### config.mk
export PLATFORM = sky130hd
export DESIGN_NAME = cs_timing_seq
export DESIGN_NICKNAME = d
export VERILOG_FILES = /design/src/rtl/cs_seq_pkg.sv /design/src/rtl/cs_cfg_reg.sv /design/src/rtl/cs_sync2.sv /design/src/rtl/cs_phase_fsm.sv /design/src/rtl/cs_timing_seq.sv
export SDC_FILE = /design/constraint.sdc
export NUM_CORES = 1
export LEC_CHECK = 0
export BUFFER_PORTS_ARGS = -buffer_cell sky130_fd_sc_hd__buf_2
export CAP_MARGIN = 20
export CORE_UTILIZATION = 48
export DETAILED_ROUTE_END_ITERATION = 8
export PLACE_DENSITY = 0.9
export SLEW_MARGIN = 20
export SYNTH_ARGS = -nofsm -noshare
export SYNTH_HDL_FRONTEND = slang
export SYNTH_SLANG_ARGS = --single-unit
### constraint.sdc
create_clock -name clk_i -period 3 [get_ports clk_i]
set_input_delay 0.6 -clock clk_i [delete_from_list [all_inputs] [get_ports clk_i]]
set_output_delay 0.6 -clock clk_i [all_outputs]
set_load 0.05 [all_outputs]
### src/rtl/cs_seq_pkg.sv
package cs_seq_pkg;
  typedef struct packed {
    logic       ube;
    logic       ena;
    logic       hd;
    logic       wt;
    logic       set;
    logic [1:0] hs;
    logic [3:0] ws;
  } cs_cfg_t;

  typedef enum logic [1:0] {PH_IDLE, PH_SETUP, PH_ACCESS, PH_HOLD} phase_e;

  localparam logic [31:0] CFG_RST_WORD = 32'h0000_000F;

  function automatic cs_cfg_t cfg_unpack(logic [31:0] w);
    cs_cfg_t c;
    c.ws  = w[3:0];
    c.hs  = w[5:4];
    c.set = w[7];
    c.wt  = w[8];
    c.hd  = w[10];
    c.ena = w[12];
    c.ube = w[13];
    return c;
  endfunction

  function automatic logic [31:0] cfg_pack(cs_cfg_t c);
    logic [31:0] w;
    w      = '0;
    w[3:0] = c.ws;
    w[5:4] = c.hs;
    w[7]   = c.set;
    w[8]   = c.wt;
    w[10]  = c.hd;
    w[12]  = c.ena;
    w[13]  = c.ube;
    return w;
  endfunction
endpackage

### src/rtl/cs_cfg_reg.sv
module cs_cfg_reg
  import cs_seq_pkg::*;
(
  input  logic        clk_i,
  input  logic        rst_ni,
  input  logic        we_i,
  input  logic [31:0] wdata_i,
  output cs_cfg_t     cfg_o,
  output logic [31:0] word_o
);
  cs_cfg_t cfg_q;

  always_ff @(posedge clk_i or negedge rst_ni) begin
    if (!rst_ni)   cfg_q <= cfg_unpack(CFG_RST_WORD);
    else if (we_i) cfg_q <= cfg_unpack(wdata_i);
  end

  assign cfg_o  = cfg_q;
  assign word_o = cfg_pack(cfg_q);
endmodule

### src/rtl/cs_sync2.sv
module cs_sync2 #(
  parameter int STAGES = 2
) (
  input  logic clk_i,
  input  logic rst_ni,
  input  logic d_i,
  output logic q_o
);
  logic [STAGES-1:0] sync_q;

  always_ff @(posedge clk_i or negedge rst_ni) begin
    if (!rst_ni) sync_q <= '0;
    else         sync_q <= {sync_q[STAGES-2:0], d_i};
  end

  assign q_o = sync_q[STAGES-1];
endmodule

### src/rtl/cs_phase_fsm.sv
module cs_phase_fsm
  import cs_seq_pkg::*;
#(
  parameter int ADDR_W = 16,
  parameter int DATA_W = 16,
  parameter int LEN_W  = 2,
  localparam int BE_W  = DATA_W / 8
) (
  input  logic              clk_i,
  input  logic              rst_ni,
  input  cs_cfg_t           cfg_i,
  input  logic              req_valid_i,
  input  logic              req_write_i,
  input  logic [ADDR_W-1:0] req_addr_i,
  input  logic [DATA_W-1:0] req_wdata_i,
  input  logic [BE_W-1:0]   req_be_i,
  input  logic [LEN_W-1:0]  req_len_i,
  input  logic              wait_i,
  input  logic [DATA_W-1:0] mem_rdata_i,
  output phase_e            phase_o,
  output logic              write_o,
  output logic              ube_o,
  output logic [ADDR_W-1:0] addr_o,
  output logic [DATA_W-1:0] wdata_o,
  output logic [BE_W-1:0]   be_o,
  output logic              done_o,
  output logic              last_o,
  output logic              err_o,
  output logic [DATA_W-1:0] rdata_o
);
  phase_e            phase_q;
  cs_cfg_t           act_q;
  logic              wr_q, done_q, last_q, err_q;
  logic [3:0]        cnt_q;
  logic [LEN_W-1:0]  beat_q, len_q;
  logic [ADDR_W-1:0] addr_q;
  logic [DATA_W-1:0] wdata_q, rdata_q;
  logic [BE_W-1:0]   be_q;

  logic refuse, more_beats;
  assign refuse     = !cfg_i.ena || (req_write_i && (req_be_i != '1) && !cfg_i.ube);
  assign more_beats = (beat_q != len_q);

  always_ff @(posedge clk_i or negedge rst_ni) begin
    if (!rst_ni) begin
      phase_q <= PH_IDLE;
      act_q   <= cfg_unpack(CFG_RST_WORD);
      wr_q    <= 1'b0;
      cnt_q   <= '0;
      beat_q  <= '0;
      len_q   <= '0;
      addr_q  <= '0;
      wdata_q <= '0;
      be_q    <= '0;
      rdata_q <= '0;
      done_q  <= 1'b0;
      last_q  <= 1'b0;
      err_q   <= 1'b0;
    end else begin
      done_q <= 1'b0;
      last_q <= 1'b0;
      err_q  <= 1'b0;
      unique case (phase_q)
        PH_IDLE: if (req_valid_i) begin
          if (refuse) err_q <= 1'b1;
          else begin
            act_q   <= cfg_i;
            wr_q    <= req_write_i;
            addr_q  <= req_addr_i;
            wdata_q <= req_wdata_i;
            be_q    <= req_be_i;
            len_q   <= req_write_i ? '0 : req_len_i;
            beat_q  <= '0;
            cnt_q   <= cfg_i.ws;
            phase_q <= cfg_i.set ? PH_SETUP : PH_ACCESS;
          end
        end
        PH_SETUP: phase_q <= PH_ACCESS;
        PH_ACCESS: begin
          if (cnt_q != 0) cnt_q <= cnt_q - 4'd1;
          else if (!(act_q.wt && wait_i)) begin
            done_q <= 1'b1;
            last_q <= !more_beats;
            if (!wr_q) rdata_q <= mem_rdata_i;
            if (more_beats && (act_q.hd || act_q.hs == 0)) begin
              beat_q <= beat_q + 1'b1;
              addr_q <= addr_q + 1'b1;
              cnt_q  <= act_q.ws;
            end else if (act_q.hs != 0) begin
              phase_q <= PH_HOLD;
              cnt_q   <= 4'(act_q.hs) - 4'd1;
            end else begin
              phase_q <= PH_IDLE;
            end
          end
        end
        PH_HOLD: begin
          if (cnt_q != 0) cnt_q <= cnt_q - 4'd1;
          else if (more_beats) begin
            phase_q <= PH_ACCESS;
            beat_q  <= beat_q + 1'b1;
            addr_q  <= addr_q + 1'b1;
            cnt_q   <= act_q.ws;
          end else begin
            phase_q <= PH_IDLE;
          end
        end
        default: phase_q <= PH_IDLE;
      endcase
    end
  end

  assign phase_o = phase_q;
  assign write_o = wr_q;
  assign ube_o   = act_q.ube;
  assign addr_o  = addr_q;
  assign wdata_o = wdata_q;
  assign be_o    = be_q;
  assign done_o  = done_q;
  assign last_o  = last_q;
  assign err_o   = err_q;
  assign rdata_o = rdata_q;
endmodule

### src/rtl/cs_timing_seq.sv
module cs_timing_seq
  import cs_seq_pkg::*;
#(
  parameter int ADDR_W = 16,
  parameter int DATA_W = 16,
  parameter int LEN_W  = 2,
  localparam int BE_W  = DATA_W / 8
) (
  input  logic              clk_i,
  input  logic              rst_ni,
  input  logic              cfg_we_i,
  input  logic [31:0]       cfg_wdata_i,
  output logic [31:0]       cfg_o,
  input  logic              req_valid_i,
  output logic              req_ready_o,
  input  logic              req_write_i,
  input  logic [ADDR_W-1:0] req_addr_i,
  input  logic [DATA_W-1:0] req_wdata_i,
  input  logic [BE_W-1:0]   req_be_i,
  input  logic [LEN_W-1:0]  req_len_i,
  output logic              done_o,
  output logic              last_o,
  output logic              err_o,
  output logic [DATA_W-1:0] rdata_o,
  output logic              mem_cs_o,
  output logic              mem_oe_o,
  output logic              mem_we_o,
  output logic [BE_W-1:0]   mem_be_o,
  output logic [ADDR_W-1:0] mem_addr_o,
  output logic [DATA_W-1:0] mem_wdata_o,
  input  logic [DATA_W-1:0] mem_rdata_i,
  input  logic              mem_wait_i
);
  cs_cfg_t         cfg;
  phase_e          phase;
  logic            wait_s, wr, ube, strobe;
  logic [BE_W-1:0] be;

  cs_cfg_reg u_cfg (
    .clk_i, .rst_ni, .we_i(cfg_we_i), .wdata_i(cfg_wdata_i),
    .cfg_o(cfg), .word_o(cfg_o)
  );

  cs_sync2 #(.STAGES(2)) u_wait_sync (
    .clk_i, .rst_ni, .d_i(mem_wait_i), .q_o(wait_s)
  );

  cs_phase_fsm #(.ADDR_W(ADDR_W), .DATA_W(DATA_W), .LEN_W(LEN_W)) u_fsm (
    .clk_i, .rst_ni, .cfg_i(cfg),
    .req_valid_i, .req_write_i, .req_addr_i, .req_wdata_i, .req_be_i, .req_len_i,
    .wait_i(wait_s), .mem_rdata_i,
    .phase_o(phase), .write_o(wr), .ube_o(ube), .addr_o(mem_addr_o),
    .wdata_o(mem_wdata_o), .be_o(be), .done_o, .last_o, .err_o, .rdata_o
  );

  assign strobe      = (phase == PH_SETUP) || (phase == PH_ACCESS);
  assign mem_cs_o    = (phase == PH_ACCESS);
  assign mem_oe_o    = strobe && !wr;
  assign mem_we_o    = strobe && wr;
  assign mem_be_o    = (strobe && ube) ? be : '0;
  assign req_ready_o = (phase == PH_IDLE);
endmodule

==> results.cfg, run 1 <==
[logic_synthesis]
synth_warnings = 0
synth-edff-count = 0
async_reset_ff_frac = 1.00
synth_ff_type = dfrtp_1
synth-seq-cells = 86
syn-instance-count = 386
syn_area_sq_um = 4280
synth_commonest_cells = dfrtp_1, mux2_2, a21oi_1, nand2_1, buf_4
avgSynthCellArea_sq_um = 11.1
synthMostInstantiatedCell = dfrtp_1
yosysUniqueCellTypes = 54
seq_area_frac_synth = 0.505
synth_top_cell_by_area = dfrtp_1
synth_top_area_share = 0.456
synth_area_leaders = dfrtp_1, mux2_2, dfstp_2, buf_4, a21oi_1

[cells_and_area]
nFillCells = 687
regArea_sq_um = 2160
fin_nets = 623
final_cell_area_sq_um = 5240
syn2layout_area_growth_pct = 22.4
num_antenna_cells = 0
multi_input_area_sq_um = 1890
drive_above_1_share = 0.434

[setup_path]
timing.rr.start = u_fsm.phase_o[0]
critical_path_class = reg -> reg
worst-path-max-fanout = 31
cp-end-kind = flop
required_ps = 3230
startpoint_type = flop
worst_ep_arrival_time_ps = 2670
worstRegToRegCells = 7
reg2reg_slack_ps = 570
r2r_end = u_fsm.addr_o[6]

[timing]
relSlewSlack = 0.420
fin_setup_tns_ps = 0
min_period_over_period = 0.810
finClkSkew_ps = 10.4
rsz0062_at_grt = no
finalHoldViolCount = 0
min_period_ps = 2430
finalMaxSlewViolations = 0
tightest_slew_ps = 868
clock.fmax_mhz = 411
setup_viol = 0

[global_route]
first_global_vias = 3315
grt_max_degree = 55
grt.met1_usage = 0.277
grt_antenna_before_repair = 0
track_usage = 0.220
grt_overflow_total = 0
grt_pass1_wl_mm = 15.6
globalRouteMet3Util = 0.0728
grtUsageMet2 = 0.361
top_usage_layer = met2

[run_status]
status = finished, final reports clean

[placement]
numPortBuffers = 136
gp_congestion = 0.881
hpwl_mm = 7.16
placed_cell_area_sq_um = 5020

[clocking]
cts_resized = 0
clockBufferDepth = 2
cts.sinks = 86
hold_buffers = 0
insertion_delay_ps = 350
cts_tree = done
htree_num_levels = 3
numCtsBuffers = 9
cts_setup_buffers = 0
root_buffer = clkbuf_8
clk_pin_slew_worst_paths_ps = 90

[drt]
first_pass_iters = 5
dr.first_iter.drc_count = 153
wl_per_cell_microns = 15.3
ant_nets = 0
drc = 0
vias = 3460
drt-total-wl_mm = 9.78
vias_per_cell = 5.42

[floorplan]
start_util = 0.493
core_sq_um = 8680
die_h_microns = 96.4
dieArea_sq_um = 9300
die_x_microns = 96.4
rows = 34
ios = 179

[hold_path]
hold_path_class = in -> async

[power_and_ir_drop]
max-vdd-ir-drop_uv = 856
power.density_nw_per_um2 = 1350
clockPowerShare = 0.128
combPwrFrac = 0.576
p_seq_frac = 0.296
p_int_uw = 3420
leakagePower_uw = 0.00248
p_sw_uw = 3660
swShare = 0.517

[job]
cap_violations = 0
==> worst max-delay path, stage by stage, from the launching register on <==
cell and delay (ps):
dfrtp_1 440, inv_1 120, ha_1 410, inv_1 160
nand2_1 670, o21ai_0 240, a31oi_1 220, a21oi_1 60
==> final cells by class <==
cell class / count / share of cell area
tap: 108 / 0.0258
multi-input combinational: 265 / 0.360
inverter: 17 / 0.0122
timing repair buffer: 146 / 0.147
clock inverter: 6 / 0.0179
sequential: 86 / 0.413
clock buffer: 10 / 0.0243
==> registers in the layout, indices dropped and copies added, names as in the netlist, 2 cells and up <==
register,cells
u_fsm.beat_q,2
u_fsm.wdata_o,16
u_cfg.cfg_o,11
u_wait_sync.sync_q,2
u_fsm.phase_o,2
u_fsm.cnt_q,4
u_fsm.act_q,8
u_fsm.be_o,2
u_fsm.addr_o,16
u_fsm.len_q,2
u_fsm.rdata_o,16
==> logic make-up after synthesis <==
kind of cell / share of synthesized area
other: 0.000876
adder cells (fa/ha/maj): 0.0234
AND/OR/NAND/NOR: 0.0959
XOR/XNOR: 0.00819
multiplexers: 0.147
buffers and inverters: 0.0713
flip-flops: 0.505
AO/OA/AOI/OAI: 0.148
==> placed cells by master (no fill, tap or decap), types with 4 or more instances in the layout <==
cell type and count:
a31oi_1 14, dfstp_2 8, and3_1 4, inv_1 17, nand3_1 14, dfrtp_1 78, ha_1 8, nor2_1 11
nand2_1 23, nor2b_1 6, buf_2 135, o221ai_1 4, clkbuf_8 9, buf_4 10, mux2_2 53, conb_1 21
o22ai_1 4, o21ai_0 21, a21oi_1 24, o211ai_1 5
==> stage by stage <==
step / setup slack [ps] / hold slack, ps / total power, uW / utilization / instances
2_1_floorplan: 338 / 304 / 5240 / - / 406
3_3_place_gp: 713 / 340 / 6030 / 0.578 / 622
3_5_place_dp: 632 / 339 / 6170 / 0.578 / 622
4_1_cts: 635 / 300 / 7100 / 0.604 / 638
5_1_grt: 378 / 318 / 7520 / 0.604 / 638
6_report: 569 / 273 / 7070 / 0.604 / 638
==> metal layers <==
| layer | part of all wire | up-vias | wire length (microns) |
|---|---|---|---|
| met5 | 0 | - | 0 |
| met1 | 0.42 | 1659 | 4150 |
| met4 | 0.010 | 0 | 98 |
| met3 | 0.071 | 12 | 693 |
| li1 | - | 1630 | - |
| met2 | 0.49 | 159 | 4830 |
==> worst max-delay path by stage <==
| stage | to | from | cells past startpoint | slack [ps] |
|---|---|---|---|---|
| after floorplan | u_fsm.rdata_o[0] | u_fsm.phase_o[0] | 8 | 340 |
| after CTS | u_fsm.addr_o[11] | u_fsm.phase_o[0] | 7 | 640 |
| final | u_fsm.addr_o[6] | u_fsm.phase_o[0] | 7 | 570 |
| after global placement | u_fsm.addr_o[11] | u_fsm.phase_o[0] | 7 | 710 |
| after global routing | u_fsm.addr_o[5] | u_fsm.phase_o[0] | 7 | 380 |
| after detailed placement | u_fsm.addr_o[6] | u_fsm.phase_o[0] | 7 | 630 |
==> power groups by stage <==
stage,Combinational (uW),Sequential (uW),Clock (uW)
finish,4070,2090,909
global route,4380,2160,979
CTS,4080,2090,930
detailed placement,4060,2100,0
global placement,3960,2060,0
floorplan,2000,3240,0
(Power assumes the default switching activity.)
==> run 2: changes to the inputs <==
Settings changed: CORE_UTILIZATION 48 to 44, PLACE_DENSITY 0.9 to 0.87.
Clock period 3 ns to 2.2 ns, I/O delays scaled along.
==> run 2 against run 1 <==
Clock power grew 53%. Non-clock buffer count grew 4. Count of clock-buffer cells in the layout is the same. Setup slack lost 460 ps. Combinational power grew 40%.
==> results.cfg, run 2 (synthesis results as in run 1) <==
[clocking]
numCtsBuffers = 9
insertion_delay_ps = 350
cts.sinks = 86
clk_pin_slew_worst_paths_ps = 90
cts_tree = done
htree_num_levels = 3
root_buffer = clkbuf_8
clockBufferDepth = 2

[floorplan]
core_sq_um = 9330
dieArea_sq_um = 10100
rows = 35
ios = 179
die_h_microns = 101
start_util = 0.459
die_x_microns = 101

[power_and_ir_drop]
power.density_nw_per_um2 = 1850
combPwrFrac = 0.573
p_sw_uw = 5060
max-vdd-ir-drop_uv = 1060
p_int_uw = 4910
clockPowerShare = 0.139
p_seq_frac = 0.287
swShare = 0.508
leakagePower_uw = 0.00253

[drt]
wl_per_cell_microns = 15.3
dr.first_iter.drc_count = 148
vias = 3521
first_pass_iters = 4
vias_per_cell = 5.31
ant_nets = 0
drc = 0
drt-total-wl_mm = 10.2

[cells_and_area]
fin_nets = 627
nFillCells = 793
final_cell_mix = buf_2, dfrtp_1, mux2_2, a21oi_1, nand2_1
drive_above_1_share = 0.448
syn2layout_area_growth_pct = 26.0
num_antenna_cells = 0
layout_commonest_cell = buf_2
final_util = 0.578

[global_route]
grt_pass1_wl_mm = 16.5
track_usage = 0.209
grt_max_degree = 56
first_global_vias = 3497
grt_overflow_total = 0
grt_antenna_before_repair = 0

[timing]
min_period_over_period = 0.952
relSlewSlack = 0.649
finClkSkew_ps = 14.3
rsz0062_at_grt = no
tightest_slew_ps = 525
setup_viol = 0
clock.fmax_mhz = 477
finalMaxSlewViolations = 0
min_period_ps = 2100
fin_setup_tns_ps = 0
finalHoldViolCount = 0

[run_status]
status = finished, final reports clean

[setup_path]
critPathTopFamily = flip-flops
startpoint_type = flop
crit_slowest_cell = dfrtp_1
required_ps = 1760
slowest_delay_ps = 450
worst-path-max-fanout = 5
path_cells = inv_1 > ha_2 > and3_1 > buf_2
critical_path_class = reg -> out
cp-end-kind = output pin
worstPathBufferInverterCount = 2
worst_ep_arrival_time_ps = 1660

[placement]
gp_congestion = 0.893
hpwl_mm = 7.36
numPortBuffers = 136

[job]
cap_violations = 0

[hold_path]
hold_path_class = in -> async
[run 2: routing by layer]
layer  GRT usage  share of wire  routed length [microns]  vias up
li1            -              -                        -     1636
met1       0.256           0.41                     4140     1705
met2       0.361           0.51                     5140      158
met3      0.0541          0.070                      712       22
met4      0.0680          0.017                      171        0
met5           0              0                        0        -
[run 2: area by class of cell]
| cell class | count | area [sq um] | area share |
|---|---|---|---|
| Clock inverter | 6 | 116 | 0.0216 |
| Tap cell | 129 | 161 | 0.0299 |
| Clock buffer | 10 | 138 | 0.0255 |
| Inverter | 17 | 63.8 | 0.0118 |
| Multi-Input combinational cell | 265 | 1920 | 0.356 |
| Sequential cell | 86 | 2160 | 0.401 |
| Timing Repair Buffer | 150 | 832 | 0.154 |
[run 2: what timing repair did]
item,4_1_cts,5_1_grt
hold buffers,0,0
resized for setup,0,4
endpoints found under the setup margin,0,20
buffers inserted,0,1
[run 2: through the flow]
stage,cells,cell area (sq um),hold slack (ps),power (uW),setup slack (ps)
finish,663,5390,22.5,9960,105
global route,663,5390,46.7,10600,0.715
CTS,662,5370,34.9,9930,73.7
detailed placement,646,5120,338,8510,176
global placement,646,5120,338,8320,248
floorplan,406,4380,144,7190,17.0
[run 2: power by group through the flow]
stage	sequential (uW)	clock, uW	combinational [uW]
after CTS	2850	1420	5660
after detailed placement	2880	0	5630
after global routing	2970	1470	6140
after floorplan	4430	0	2760
final	2860	1390	5710
after global placement	2810	0	5500
[run 2: final timing paths]
| kind | start | to | slack (ps) | cells past startpoint |
|---|---|---|---|---|
| max | u_fsm.phase_o[1] | mem_be_o[0] | 100 | 4 |
| min in group clk_i | mem_wait_i | u_wait_sync.sync_q[0] | 210 | 1 |
| min reg2reg | u_wait_sync.sync_q[0] | u_wait_sync.sync_q[1] | 360 | 0 |
| min | rst_ni | u_fsm.addr_o[2] | 20 | 1 |
| max in group asynchronous | rst_ni | u_cfg.cfg_o[3] | 1500 | 2 |
| max reg2reg | u_fsm.phase_o[0] | u_fsm.rdata_o[11] | 170 | 7 |
==> run 3: changes to the inputs <==
Settings changed: GPL_TIMING_DRIVEN from default to 0.
==> run 3 against run 2 <==
Fmax is 0.30% lower. Cell count increased by 4.5%. Die area unchanged. Power is 0.38% lower. Count of clock-buffer cells in the layout stayed put. Clock power shrank 17%. Critical path type is now reg -> reg. Highest routed layer unchanged.
==> results.cfg, run 3 (synthesis results as in run 1) <==
[clocking]
insertion_delay_ps = 350
hold_buffers = 0
numCtsBuffers = 9
clockBufferDepth = 2
htree_num_levels = 3
root_buffer = clkbuf_8
cts.sinks = 86
cts_tree = done
clk_pin_slew_worst_paths_ps = 90

[floorplan]
rows = 35
dieArea_sq_um = 10100
die_h_microns = 101
die_x_microns = 101
start_util = 0.459
ios = 179
core_sq_um = 9330

[cells_and_area]
drive_above_1_share = 0.486
fin_nets = 657
final_cell_mix = buf_2, dfrtp_1, mux2_2, buf_4, a21oi_1
layout_commonest_cell = buf_2
final_util = 0.594
fin_cells = 693
num_antenna_cells = 0
syn2layout_area_growth_pct = 29.4

[drt]
drt-total-wl_mm = 10.7
dr.first_iter.drc_count = 213
first_pass_iters = 7
wl_per_cell_microns = 15.4
vias_per_cell = 5.25
vias = 3637
ant_nets = 0
drc = 0

[hold_path]
hold_path_class = in -> async

[global_route]
first_global_vias = 3695
track_usage = 0.222
grt_overflow_total = 0
grt_max_degree = 47
grt_antenna_before_repair = 0
grt_pass1_wl_mm = 17.7

[setup_path]
worst-path-max-fanout = 9
worst_ep_arrival_time_ps = 2330
required_ps = 2430
cp-end-kind = flop
critical_path_class = reg -> reg
startpoint_type = flop

[job]
cap_violations = 0

[timing]
rsz0062_at_grt = yes
setup_slack_ps = 98.3
finalHoldViolCount = 0
min_period_over_period = 0.955
setup_viol = 0
fin_hold_ws_ps = 77.7
relSlewSlack = 0.601
finalMaxSlewViolations = 0
finClkSkew_ps = 6.69
clock.fmax_mhz = 476
min_period_ps = 2100
tightest_slew_ps = 596

[power_and_ir_drop]
finalPower_uw = 9920
max-vdd-ir-drop_uv = 1160
power.density_nw_per_um2 = 1790
leakagePower_uw = 0.00264

[placement]
numPortBuffers = 136
gp_congestion = 0.919
dp.cells = 672
pre_cts_ws_ps = -510
hpwl_mm = 7.83

[run_status]
status = finished, final reports clean
[run 3: cell types whose count changed in the layout (fill, tap and decap cells not counted), moves of 4 or more]
cell	change
inv_1	-4
inv_2	+4
buf_2	+4
clkbuf_2	+4
buf_4	+20
[run 3: through the flow]
stage | TNS (ps) | instance area (sq um)
after floorplan | 0 | 4380
after global placement | -3330 | 5230
after detailed placement | -6220 | 5250
after CTS | 0 | 5530
after global routing | -12.7 | 5540
final | 0 | 5540
[run 3: critical path, stage by stage (launching register included)]
cell     delay [ps]
dfrtp_2         460
ha_2            260
nor2_4          180
o22a_1          180
o21a_1          140
buf_4           160
and2_1          130
buf_4           160
mux2_1          320
[run 3: worst paths after layout]
path | depth (start not counted) | slack [ps] | startpoint | end
worst max-delay path | 8 | 100 | u_fsm.phase_o[1] | u_fsm.beat_q[0]
worst min-delay path | 1 | 80 | rst_ni | u_fsm.cnt_q[1]
worst max register to register | 8 | 100 | u_fsm.phase_o[1] | u_fsm.beat_q[0]
worst min register to register | 0 | 380 | u_wait_sync.sync_q[0] | u_wait_sync.sync_q[1]
max in group asynchronous | 2 | 1440 | rst_ni | u_fsm.act_q[3]
min in group clk_i | 1 | 210 | mem_wait_i | u_wait_sync.sync_q[0]
[run 3: metal layers]
layer	vias to the layer above	GRT usage	wire length (microns)
met4	0	0.0635	157
li1	1695	-	-
met2	193	0.375	5320
met1	1728	0.282	4390
met5	-	0	0
met3	21	0.0562	797
[run 3: repair_timing]
action | in CTS | in global routing
gates resized for setup | 10 | 11
cloned | 0 | 0
buffers inserted | 7 | 0
setup endpoints to repair | 32 | 49
pin swaps | 2 | 3
[run 3: cell type report]
type                       instances  area [sq um]
fill                             790          3790
sequential                        86          2160
multi-input combinational        265          1940
timing repair buffer             144           756
buffer                            36           249
tap                              129           161
clock buffer                      10           138
clock inverter                     6          67.6
inverter                          17          63.8
[run 3: report_power, final]
group | leakage (uW) | total [uW] | internal [uW] | switching, uW
registers | 0.00100 | 2860 | 2300 | 562
clock network | 0.0000993 | 1150 | 562 | 591
logic | 0.00153 | 5900 | 1890 | 4020
